<file path="src/rtl/capc_pkg.sv">
package capc_pkg;
  typedef enum logic [1:0] {
    SRC_OUT  = 2'd0,
    SRC_OWN  = 2'd1,
    SRC_ADJ  = 2'd2,
    SRC_TRIG = 2'd3
  } src_sel_e;

  localparam int unsigned DW       = 32;
  localparam int unsigned AW       = 2;
  localparam int unsigned PSC_W    = 2;
  localparam int unsigned PSC_LSB  = 18;
  localparam int unsigned SEL_LSB  = 16;
  localparam int unsigned FILT_W   = 4;
  localparam int unsigned EVC_W    = 3;

  localparam logic [AW-1:0] A_CFG  = 2'd0;
  localparam logic [AW-1:0] A_CTL  = 2'd1;
  localparam logic [AW-1:0] A_STS  = 2'd2;
  localparam logic [AW-1:0] A_CAP  = 2'd3;
endpackage

</file>
<file path="src/rtl/capc_regs.sv">
module capc_regs
  import capc_pkg::*;
#(
  parameter int unsigned CW = 16
) (
  input  logic              clk,
  input  logic              rst_n,
  input  logic              wr,
  input  logic [AW-1:0]     addr,
  input  logic [DW-1:0]     wdata,
  input  logic              fire,
  input  logic [CW-1:0]     cap_value,
  output src_sel_e          sel,
  output logic [PSC_W-1:0]  psc,
  output logic              en,
  output logic              flag,
  output logic              ovr,
  output logic [DW-1:0]     rdata
);
  logic [FILT_W-1:0] filt_q, filt_n;
  logic [PSC_W-1:0]  psc_q, psc_n;
  src_sel_e          sel_q, sel_n;
  logic              en_q, en_n, flag_q, flag_n, ovr_q, ovr_n;
  logic              wr_cfg, wr_ctl, wr_sts;
  logic              unused_wbits;

  assign wr_cfg = wr && (addr == A_CFG);
  assign wr_ctl = wr && (addr == A_CTL);
  assign wr_sts = wr && (addr == A_STS);
  assign unused_wbits = ^{wdata[DW-1:PSC_LSB+PSC_W], wdata[SEL_LSB-1:FILT_W]};

  always_comb begin
    filt_n = filt_q;
    psc_n  = psc_q;
    sel_n  = sel_q;
    en_n   = en_q;
    flag_n = flag_q;
    ovr_n  = ovr_q;
    if (wr_cfg) begin
      filt_n = wdata[FILT_W-1:0];
      psc_n  = wdata[PSC_LSB +: PSC_W];
      if (!en_q) sel_n = src_sel_e'(wdata[SEL_LSB +: 2]);
    end
    if (wr_ctl) en_n = wdata[0];
    if (wr_sts && wdata[0]) flag_n = 1'b0;
    if (wr_sts && wdata[1]) ovr_n  = 1'b0;
    if (fire) begin
      flag_n = 1'b1;
      if (flag_q) ovr_n = 1'b1;
    end
  end

  always_ff @(posedge clk or negedge rst_n) begin
    if (!rst_n) begin
      filt_q <= '0;
      psc_q  <= '0;
      sel_q  <= SRC_OUT;
      en_q   <= 1'b0;
      flag_q <= 1'b0;
      ovr_q  <= 1'b0;
    end else begin
      filt_q <= filt_n;
      psc_q  <= psc_n;
      sel_q  <= sel_n;
      en_q   <= en_n;
      flag_q <= flag_n;
      ovr_q  <= ovr_n;
    end
  end

  always_comb begin
    rdata = '0;
    unique case (addr)
      A_CFG: begin
        rdata[FILT_W-1:0]       = filt_q;
        rdata[PSC_LSB +: PSC_W] = psc_q;
        rdata[SEL_LSB +: 2]     = sel_q;
      end
      A_CTL: rdata[0] = en_q;
      A_STS: rdata[1:0] = {ovr_q, flag_q};
      default: rdata[CW-1:0] = cap_value;
    endcase
  end

  assign sel  = sel_q;
  assign psc  = psc_q;
  assign en   = en_q;
  assign flag = flag_q;
  assign ovr  = ovr_q;
endmodule

</file>
<file path="src/rtl/capc_src_edge.sv">
module capc_src_edge
  import capc_pkg::*;
(
  input  logic     clk,
  input  logic     rst_n,
  input  src_sel_e sel,
  input  logic     en,
  input  logic     pin_own,
  input  logic     pin_adj,
  input  logic     trig_evt,
  output logic     evt
);
  logic src, prev_q;

  always_comb begin
    unique case (sel)
      SRC_OWN:  src = pin_own;
      SRC_ADJ:  src = pin_adj;
      SRC_TRIG: src = trig_evt;
      default:  src = 1'b0;
    endcase
  end

  always_ff @(posedge clk or negedge rst_n) begin
    if (!rst_n) prev_q <= 1'b0;
    else        prev_q <= src;
  end

  assign evt = en && (sel != SRC_OUT) && src && !prev_q;
endmodule

</file>
<file path="src/rtl/capc_presc.sv">
module capc_presc
  import capc_pkg::*;
#(
  parameter int unsigned CW = 16
) (
  input  logic             clk,
  input  logic             rst_n,
  input  logic             en,
  input  logic             evt,
  input  logic [PSC_W-1:0] psc,
  input  logic [CW-1:0]    cnt_val,
  output logic             fire,
  output logic [EVC_W-1:0] evt_cnt,
  output logic             strobe,
  output logic [CW-1:0]    cap_value
);
  logic [EVC_W-1:0] cnt_q, cnt_n, term;
  logic             stb_q;
  logic [CW-1:0]    cap_q;
  logic             cap_ld;

  assign term   = EVC_W'((1 << psc) - 1);
  assign fire   = evt && (cnt_q >= term);
  assign cap_ld = fire;

  always_comb begin
    cnt_n = cnt_q;
    if (!en)       cnt_n = '0;
    else if (fire) cnt_n = '0;
    else if (evt)  cnt_n = cnt_q + 1'b1;
  end

  always_ff @(posedge clk or negedge rst_n) begin
    if (!rst_n) begin
      cnt_q <= '0;
      stb_q <= 1'b0;
    end else begin
      cnt_q <= cnt_n;
      stb_q <= fire;
    end
  end

  always_ff @(posedge clk or negedge rst_n) begin
    if (!rst_n)      cap_q <= '0;
    else if (cap_ld) cap_q <= cnt_val;
  end

  assign evt_cnt   = cnt_q;
  assign strobe    = stb_q;
  assign cap_value = cap_q;
endmodule

</file>
<file path="src/rtl/capc_cond.sv">
module capc_cond
  import capc_pkg::*;
#(
  parameter int unsigned CW = 16
) (
  input  logic          clk,
  input  logic          rst_n,
  input  logic          reg_wr,
  input  logic [1:0]    reg_addr,
  input  logic [31:0]   reg_wdata,
  output logic [31:0]   reg_rdata,
  input  logic          pin_own,
  input  logic          pin_adj,
  input  logic          trig_evt,
  input  logic [CW-1:0] cnt_val,
  output logic          cap_strobe,
  output logic [CW-1:0] cap_value
);
  logic             rst_s1_q, rst_sync_n;
  src_sel_e         sel;
  logic [PSC_W-1:0] psc;
  logic             en, flag, ovr, evt, fire;
  logic [EVC_W-1:0] evt_cnt;

  always_ff @(posedge clk or negedge rst_n) begin
    if (!rst_n) begin
      rst_s1_q   <= 1'b0;
      rst_sync_n <= 1'b0;
    end else begin
      rst_s1_q   <= 1'b1;
      rst_sync_n <= rst_s1_q;
    end
  end

  capc_regs #(.CW(CW)) u_regs (
    .clk(clk), .rst_n(rst_sync_n), .wr(reg_wr), .addr(reg_addr),
    .wdata(reg_wdata), .fire(fire), .cap_value(cap_value),
    .sel(sel), .psc(psc), .en(en), .flag(flag), .ovr(ovr),
    .rdata(reg_rdata)
  );

  capc_src_edge u_edge (
    .clk(clk), .rst_n(rst_sync_n), .sel(sel), .en(en),
    .pin_own(pin_own), .pin_adj(pin_adj), .trig_evt(trig_evt), .evt(evt)
  );

  capc_presc #(.CW(CW)) u_presc (
    .clk(clk), .rst_n(rst_sync_n), .en(en), .evt(evt), .psc(psc),
    .cnt_val(cnt_val), .fire(fire), .evt_cnt(evt_cnt),
    .strobe(cap_strobe), .cap_value(cap_value)
  );
endmodule

</file>
<file path="config.mk">
export PLATFORM = sky130hd
export DESIGN_NAME = capc_cond
export DESIGN_NICKNAME = d
export VERILOG_FILES = /design/src/rtl/capc_pkg.sv /design/src/rtl/capc_regs.sv /design/src/rtl/capc_src_edge.sv /design/src/rtl/capc_presc.sv /design/src/rtl/capc_cond.sv
export SDC_FILE = /design/constraint.sdc
export NUM_CORES = 1
export LEC_CHECK = 0
export BUFFER_PORTS_ARGS = -buffer_cell sky130_fd_sc_hd__clkbuf_2
export CORE_ASPECT_RATIO = 0.8
export CORE_UTILIZATION = 39
export DETAILED_ROUTE_END_ITERATION = 10
export PLACE_DENSITY_LB_ADDON = 0.25
export SLEW_MARGIN = 20
export SYNTH_ARGS = -nofsm -noshare
export SYNTH_HDL_FRONTEND = slang
export SYNTH_SLANG_ARGS = --single-unit
</file>
<file path="constraint.sdc">
create_clock -name clk -period 1 [get_ports clk]
set_input_delay 0.05 -clock clk [delete_from_list [all_inputs] [get_ports clk]]
set_output_delay 0.05 -clock clk [all_outputs]
set_load 0.05 [all_outputs]
</file>
Word-level counts from Yosys, hierarchy flattened
Cells that the tools add are included.
{"block": "classes", "addsub": 2, "n_mul": 0, "div": 0, "n_lt_le_gt_ge": 1, "n_eq_ne": 6, "shifts": 1, "muxes": 14, "n_bitwise": 1, "reduce_logical": 16}
{"operator": "12-bit 2-to-1 mux", "count": 1}
{"operator": "1-bit logical AND", "count": 9}
{"operator": "3-bit 2-to-1 mux", "count": 3}
{"operator": "1-bit case mux with 3 select lines", "count": 3}
{"operator": "2-bit equality test (second input constant)", "count": 3}
{"operator": "1-bit 2-to-1 mux", "count": 5}
{"operator": "2-bit by 1-bit equality test with 1-bit output (second input constant)", "count": 2}
{"operator": "4-bit 2-to-1 mux", "count": 1}
{"operator": "2-bit case mux with 2 select lines", "count": 1}
{"operator": "2-bit nonzero test", "count": 2}
{"operator": "3-bit by 1-bit adder with 3-bit output (second input constant)", "count": 1}
{"operator": "3-bit greater-or-equal comparator", "count": 1}
{"operator": "3-bit inequality test (second input constant)", "count": 1}
{"operator": "3-bit OR reduction", "count": 1}
{"operator": "1-bit by 2-bit << shifter with 3-bit output (first input constant)", "count": 1}
{"operator": "3-bit by 2-bit subtractor with 3-bit output (second input constant)", "count": 1}
{"operator": "2-bit zero test", "count": 1}
{"operator": "2-bit AND reduction", "count": 1}
{"operator": "2-bit OR reduction", "count": 1}
{"operator": "1-bit zero test", "count": 1}
{"operator": "1-bit inverter", "count": 1}
{"block": "totals", "ff_bits": 34, "latchBits": 0, "ram_bits": 0, "romBits": 0, "input_bits": 56, "output_inout_bits": 49, "wordCells": 53, "n_memories": 0}

Longest topological paths before layout
{"block": "depth", "word_depth": 7, "ltp_mapped": 8, "mapped_depth_nobuf": 7}

Modules after synthesis
Synthesis repeated with hierarchy kept, for this count alone.
{"block": "unflattened", "cells_unflattened": 199, "hier_area_um2": 2049.5}
{"mod": "capc_presc", "instances": 1, "cells_per_inst": 123, "area_per_inst_um2": 1183.6, "seq_area_each_um2": 500.5}
{"mod": "capc_regs", "instances": 1, "cells_per_inst": 67, "area_per_inst_um2": 748.2, "seq_area_each_um2": 275.3}
{"mod": "capc_src_edge", "instances": 1, "cells_per_inst": 6, "area_per_inst_um2": 63.8, "seq_area_each_um2": 25.0}
{"mod": "capc_cond", "instances": 1, "cells_per_inst": 3, "area_per_inst_um2": 53.8, "seq_area_each_um2": 50.0}

Least setup slack after synthesis
No wires, ideal clock.
{"block": "synth_timing", "path_kind": "reg2reg", "from": "reg u_regs.psc_q[0], in the netlist u_regs.psc[0]", "to": "reg u_presc.cap_q[0], in the netlist u_presc.cap_value[0]", "setup_ns": 0.125, "arrival_time_ns": 1.942, "required_time_ns": 0.875, "slack_ns": -1.068, "stages_incl_launch_ff": 9, "n_path_buf": 1, "synth_period_minus_slack_ns": 2.068, "path_cell_list": "dfrtp_1 -> or2_2 -> ha_1 -> nand2b_1 -> a31oi_4 -> nand2b_4 -> inv_6 -> buf_12 -> mux2_4"}
{"block": "synth_between", "elab_chain_len": 4}
{"item": "start: declaration", "line_no": "capc_regs.sv:21", "rtl": "logic [PSC_W-1:0] psc_q, psc_n;"}
{"item": "start signal: assignment", "line_no": "capc_regs.sv:63", "rtl": "psc_q <= psc_n;"}
{"item": "1-bit by 2-bit << shifter with 3-bit output", "line_no": "capc_presc.sv:22", "rtl": "assign term = EVC_W'((1 << psc) - 1);"}
{"item": "3-bit by 2-bit subtractor with 3-bit output", "line_no": "capc_presc.sv:22"}
{"item": "3-bit greater-or-equal comparator", "line_no": "capc_presc.sv:23", "rtl": "assign fire = evt && (cnt_q >= term);"}
{"item": "1-bit logical AND", "line_no": "capc_presc.sv:23"}
{"item": "named net fire", "line_no": "capc_cond.sv:22", "rtl": "logic en, flag, ovr, evt, fire;"}
{"item": "end signal: assignment", "line_no": "capc_presc.sv:45", "rtl": "else if (cap_ld) cap_q <= cnt_val;"}
{"item": "end: declaration", "line_no": "capc_presc.sv:19", "rtl": "logic [CW-1:0] cap_q;"}
The timed path passes the listed nets, and every way through them passes these cells.
A chain may end at the register's enable or synchronous reset.

Final worst setup path
{"block": "layout_timing", "from": "reg u_regs.psc_q[0], in the netlist u_regs.psc[0]", "to": "reg u_presc.cap_q[6], in the netlist u_presc.cap_value[6]"}
{"block": "layout_between", "elab_chain_len": 4}
{"item": "1-bit by 2-bit << shifter with 3-bit output", "line_no": "capc_presc.sv:22"}
{"item": "3-bit by 2-bit subtractor with 3-bit output", "line_no": "capc_presc.sv:22"}
{"item": "3-bit greater-or-equal comparator", "line_no": "capc_presc.sv:23"}
{"item": "1-bit logical AND", "line_no": "capc_presc.sv:23"}
Every way passes these cells.

==> out/results.txt <==
Synth Area in Adders - 2.80%
areal power density over the cells - 2570 nW/um^2
clock buffer count from CTS - 5
routed via count - 1614
number of H-tree levels - 2
share of flip-flops with an asynchronous set or reset after synthesis - 100%
top achievable clock speed - 0.532 GHz
share of the synthesized area in the top cell type - 47.6%
Hold/Removal Path Class - in -> reg
post-route clock skew - 0.00894 ns
DP Area - 2440 um^2
signed area change from the synthesized netlist to the final layout - 92.3%
Synth Instances - 144
setup slack, reg-to-reg - -0.88 ns
unique cell type count in the Yosys netlist - 35
Crit Path Class - reg -> reg
synthesized area per cell - 12.4 um^2
final count of pins violating max slew - 0
cell count of the worst reg-to-reg path - 7
Buffers on Ports - 68
drc violations - 0
destination of the worst hold path - u_presc.cap_value[0]
placed insts - 292
clock latency reported for the late side of the worst-skew pair - 0.30 ns
max_cap viols - 0
share of synthesized area occupied by flip-flops and latches - 47.6%
die outline area - 4860 um^2
aggregate global routing overflow - 0
maximum number of pins on one net before global-route repair - 20
Tot Pwr - 8.85 mW
initial core utilization - 41.7%
row count - 21
first drt pass iteration count - 4
flops & latches, synth - 34
fraction of final layout cells with drive strength greater than 1 - 70.4%
Final #Nets - 343
final number of setup-violating endpoints - 53
setup repair after global routing missed its margin - yes
worst hold slack after final layout - -0.00583 ns
time the final worst path needs with I/O delays and setup - 1.88 ns
share of synthesized cell area in and, or, nand and nor gates - 13.7%
Final Wtd Congestion - 0.754
Worst Setup Slack post-DPL - -0.913 ns
final number of hold-violating endpoints - 1
most common cell in the synthesized netlist - sky130_fd_sc_hd__dfrtp_1
vias in the first global route - 1741
startpoint of the tightest hold check path - cnt_val[0]
capture point of the worst reg-to-reg path - u_presc.cap_value[6]
Vias per Instance - 4.73
post-DP HPWL - 2990 um
top cells by area, synth - sky130_fd_sc_hd__dfrtp_1 48%, sky130_fd_sc_hd__mux2_2 9.4%, sky130_fd_sc_hd__mux2_4 8.4%, sky130_fd_sc_hd__buf_4 5.0%, sky130_fd_sc_hd__and3_1 4.5%
sequence of cells on the critical path - or2_4, ha_4, nand2b_4, a31oi_4, nand2b_4, inv_8, mux2_2
post-route setup slack - -0.880 ns
number of warning messages in the yosys log - 0
root buffer selected by CTS - sky130_fd_sc_hd__clkbuf_8
Worst Path Arrival - 2.07 ns
Worst setup EP type - register
Post-synth top cells - 34 x sky130_fd_sc_hd__dfrtp_1, 15 x sky130_fd_sc_hd__mux2_2, 13 x sky130_fd_sc_hd__and3_1
routed wire length - 5730 um
leakage power figure - 1.66 nW
number of sinks driven by the clock tree - 34
Post-DRT Antenna Nets - 0
Iteration-0 DRC Markers - 63
clk buf depth - 2
Crit Reg-Reg Startpoint - u_regs.psc[0]
post-route cell area - 3440 um^2
Overall Global Routing Usage - 24.2%
cell count of the worst hold path - 2
first-pass GRT wire length - 8770 um
delay of the slowest cell on the worst path - 0.40 ns
Cell Count, Final, Fillers Out - 341
failing checks - negative hold slack, negative setup slack
fraction of synthesized cell area in xor and xnor cells - 0%
required time reported for the critical path endpoint - 1.19 ns
main combinational cell family by area after synthesis - multiplexers
CP dominant cell by count - sky130_fd_sc_hd__nand2b_4
total I/O pin count - 105
clock edge transition at the registers on the reported setup and hold paths - 0.08 ns
DIE HEIGHT - 62.6 um
Diodes inserted - 0
top fanout value on the critical path - 9
multiplexer share of the synthesized area - 19.7%
top_reg_cell synth - sky130_fd_sc_hd__dfrtp_1
area leader, netlist - sky130_fd_sc_hd__dfrtp_1
worst IR drop on VDD - 0.00204 V
kind of start point of the critical path - register
WL/cell - 16.8 um
area of the mapped netlist - 1790 um^2
synthesized-area fraction occupied by ao, oa, aoi and oai cells - 7.07%
total core area - 4280 um^2
highest-delay cell along the critical path - sky130_fd_sc_hd__dfrtp_1
final critical-path share of the clock period - 188%
Die Wd - 77.7 um
TritonCTS clock tree - yes
run status - complete, but fails checks
initial antenna violation count - 0
count of flip-flops with a built-in enable after synthesis - 0
[critical path: cells and delay by family, from the launching register on]
kind | cells | cell delay (ns)
AOI/OAI and AO/OA | 1 | 0.08
adders and majority gates | 1 | 0.26
buffers and inverters | 1 | 0.11
DFF | 1 | 0.40
muxes | 1 | 0.35
and+or+nand+nor | 3 | 0.56
[sequential cells by signal (all words and copies together) (netlist names)]
name               cells
u_regs.sel             2
u_regs.psc             2
u_regs.filt_q          4
u_presc.cap_value     16
rst_s1_q               1
u_regs.en              1
u_presc.strobe         1
u_presc.evt_cnt        3
u_regs.flag            1
u_regs.ovr             1
rst_sync_n             1
u_edge.prev_q          1
[per-stage QoR]
stage | utilization, % | TNS, ns
6_report | 80.3 | -22.06
5_1_grt | 80.3 | -24.10
4_1_cts | 75.1 | -21.13
3_5_place_dp | 57.0 | -19.00
3_3_place_gp | 57.0 | -18.44
2_1_floorplan | - | -17.57
[logic make-up (layout without fill, tap and decap cells)]
kind of cell             count (synthesis)  in the layout
multiplexers                            27             27
other                                    2             13
buffers and inverters                   24            153
adder cells (fa/ha/maj)                  4              4
AO/OA/AOI/OAI                           14             14
flip-flops                              34             34
AND/OR/NAND/NOR                         39             39
[report_power, final]
group,total [mW],switching (mW),internal [mW]
registers,2.29,0.433,1.86
clock network,1.10,0.546,0.553
logic,5.46,2.76,2.70
[area by class of cell]
class,count,area [um^2]
Timing Repair inverter,1,11.3
Clock buffer,6,82.6
Fill cell,242,845
Multi-Input combinational cell,97,997
Tap cell,57,71.3
Timing Repair Buffer,138,1370
Clock inverter,2,12.5
Inverter,6,32.5
Sequential cell,34,861
[placed cells by master, fill, tap and decap left out, types with 2 or more instances in the layout]
cell	Yosys	layout
sky130_fd_sc_hd__dlygate4sd3_1	0	20
sky130_fd_sc_hd__clkbuf_8	0	6
sky130_fd_sc_hd__mux2_2	15	12
sky130_fd_sc_hd__ha_1	4	2
sky130_fd_sc_hd__dfrtp_2	0	8
sky130_fd_sc_hd__conb_1	2	13
sky130_fd_sc_hd__nand2b_4	1	2
sky130_fd_sc_hd__a22o_4	0	2
sky130_fd_sc_hd__dfrtp_1	34	26
sky130_fd_sc_hd__o21ai_1	0	2
sky130_fd_sc_hd__inv_8	0	2
sky130_fd_sc_hd__clkbuf_16	0	11
sky130_fd_sc_hd__nand2_2	0	2
sky130_fd_sc_hd__inv_1	5	4
sky130_fd_sc_hd__clkbuf_4	0	2
sky130_fd_sc_hd__buf_6	0	15
sky130_fd_sc_hd__buf_4	12	42
sky130_fd_sc_hd__nand2_1	7	5
sky130_fd_sc_hd__o21ai_0	6	2
sky130_fd_sc_hd__and3_4	0	13
sky130_fd_sc_hd__nand3_1	2	2
sky130_fd_sc_hd__clkbuf_2	0	32
sky130_fd_sc_hd__nand4b_1	3	3
sky130_fd_sc_hd__buf_8	0	14
sky130_fd_sc_hd__and2_4	0	3
sky130_fd_sc_hd__o21ai_2	0	2
sky130_fd_sc_hd__mux2_4	10	13
sky130_fd_sc_hd__ha_4	0	2
[repair_timing]
action,4_1_cts,5_1_grt
setup endpoints to repair,52,63
gates cloned,1,0
resized for setup,96,48
buffers inserted,14,9
hold buffers,13,7
hold endpoints to repair,14,7
pin swaps,7,1
[worst max-delay path by stage]
| stage | start | end | slack, ns | depth (start not counted) |
|---|---|---|---|---|
| 2_1_floorplan | u_regs.psc[1] | u_presc.cap_value[0] | -0.91 | 8 |
| 3_3_place_gp | u_regs.psc[0] | u_presc.cap_value[3] | -0.88 | 7 |
| 3_5_place_dp | u_regs.psc[0] | u_presc.cap_value[6] | -0.91 | 7 |
| 4_1_cts | u_regs.psc[0] | u_presc.cap_value[10] | -0.87 | 7 |
| 5_1_grt | u_regs.psc[0] | u_presc.cap_value[7] | -0.93 | 7 |
| 6_report | u_regs.psc[0] | u_presc.cap_value[6] | -0.88 | 7 |
[per-layer routing]
metal	track usage (%)	vias to the layer above	wire (um)
met4	10.4	0	161
met3	5.55	17	288
met1	30.1	781	2360
li1	-	758	-
met5	0	-	0
met2	40.3	58	2920
Note: power is estimated with default switching activity, not from simulation.
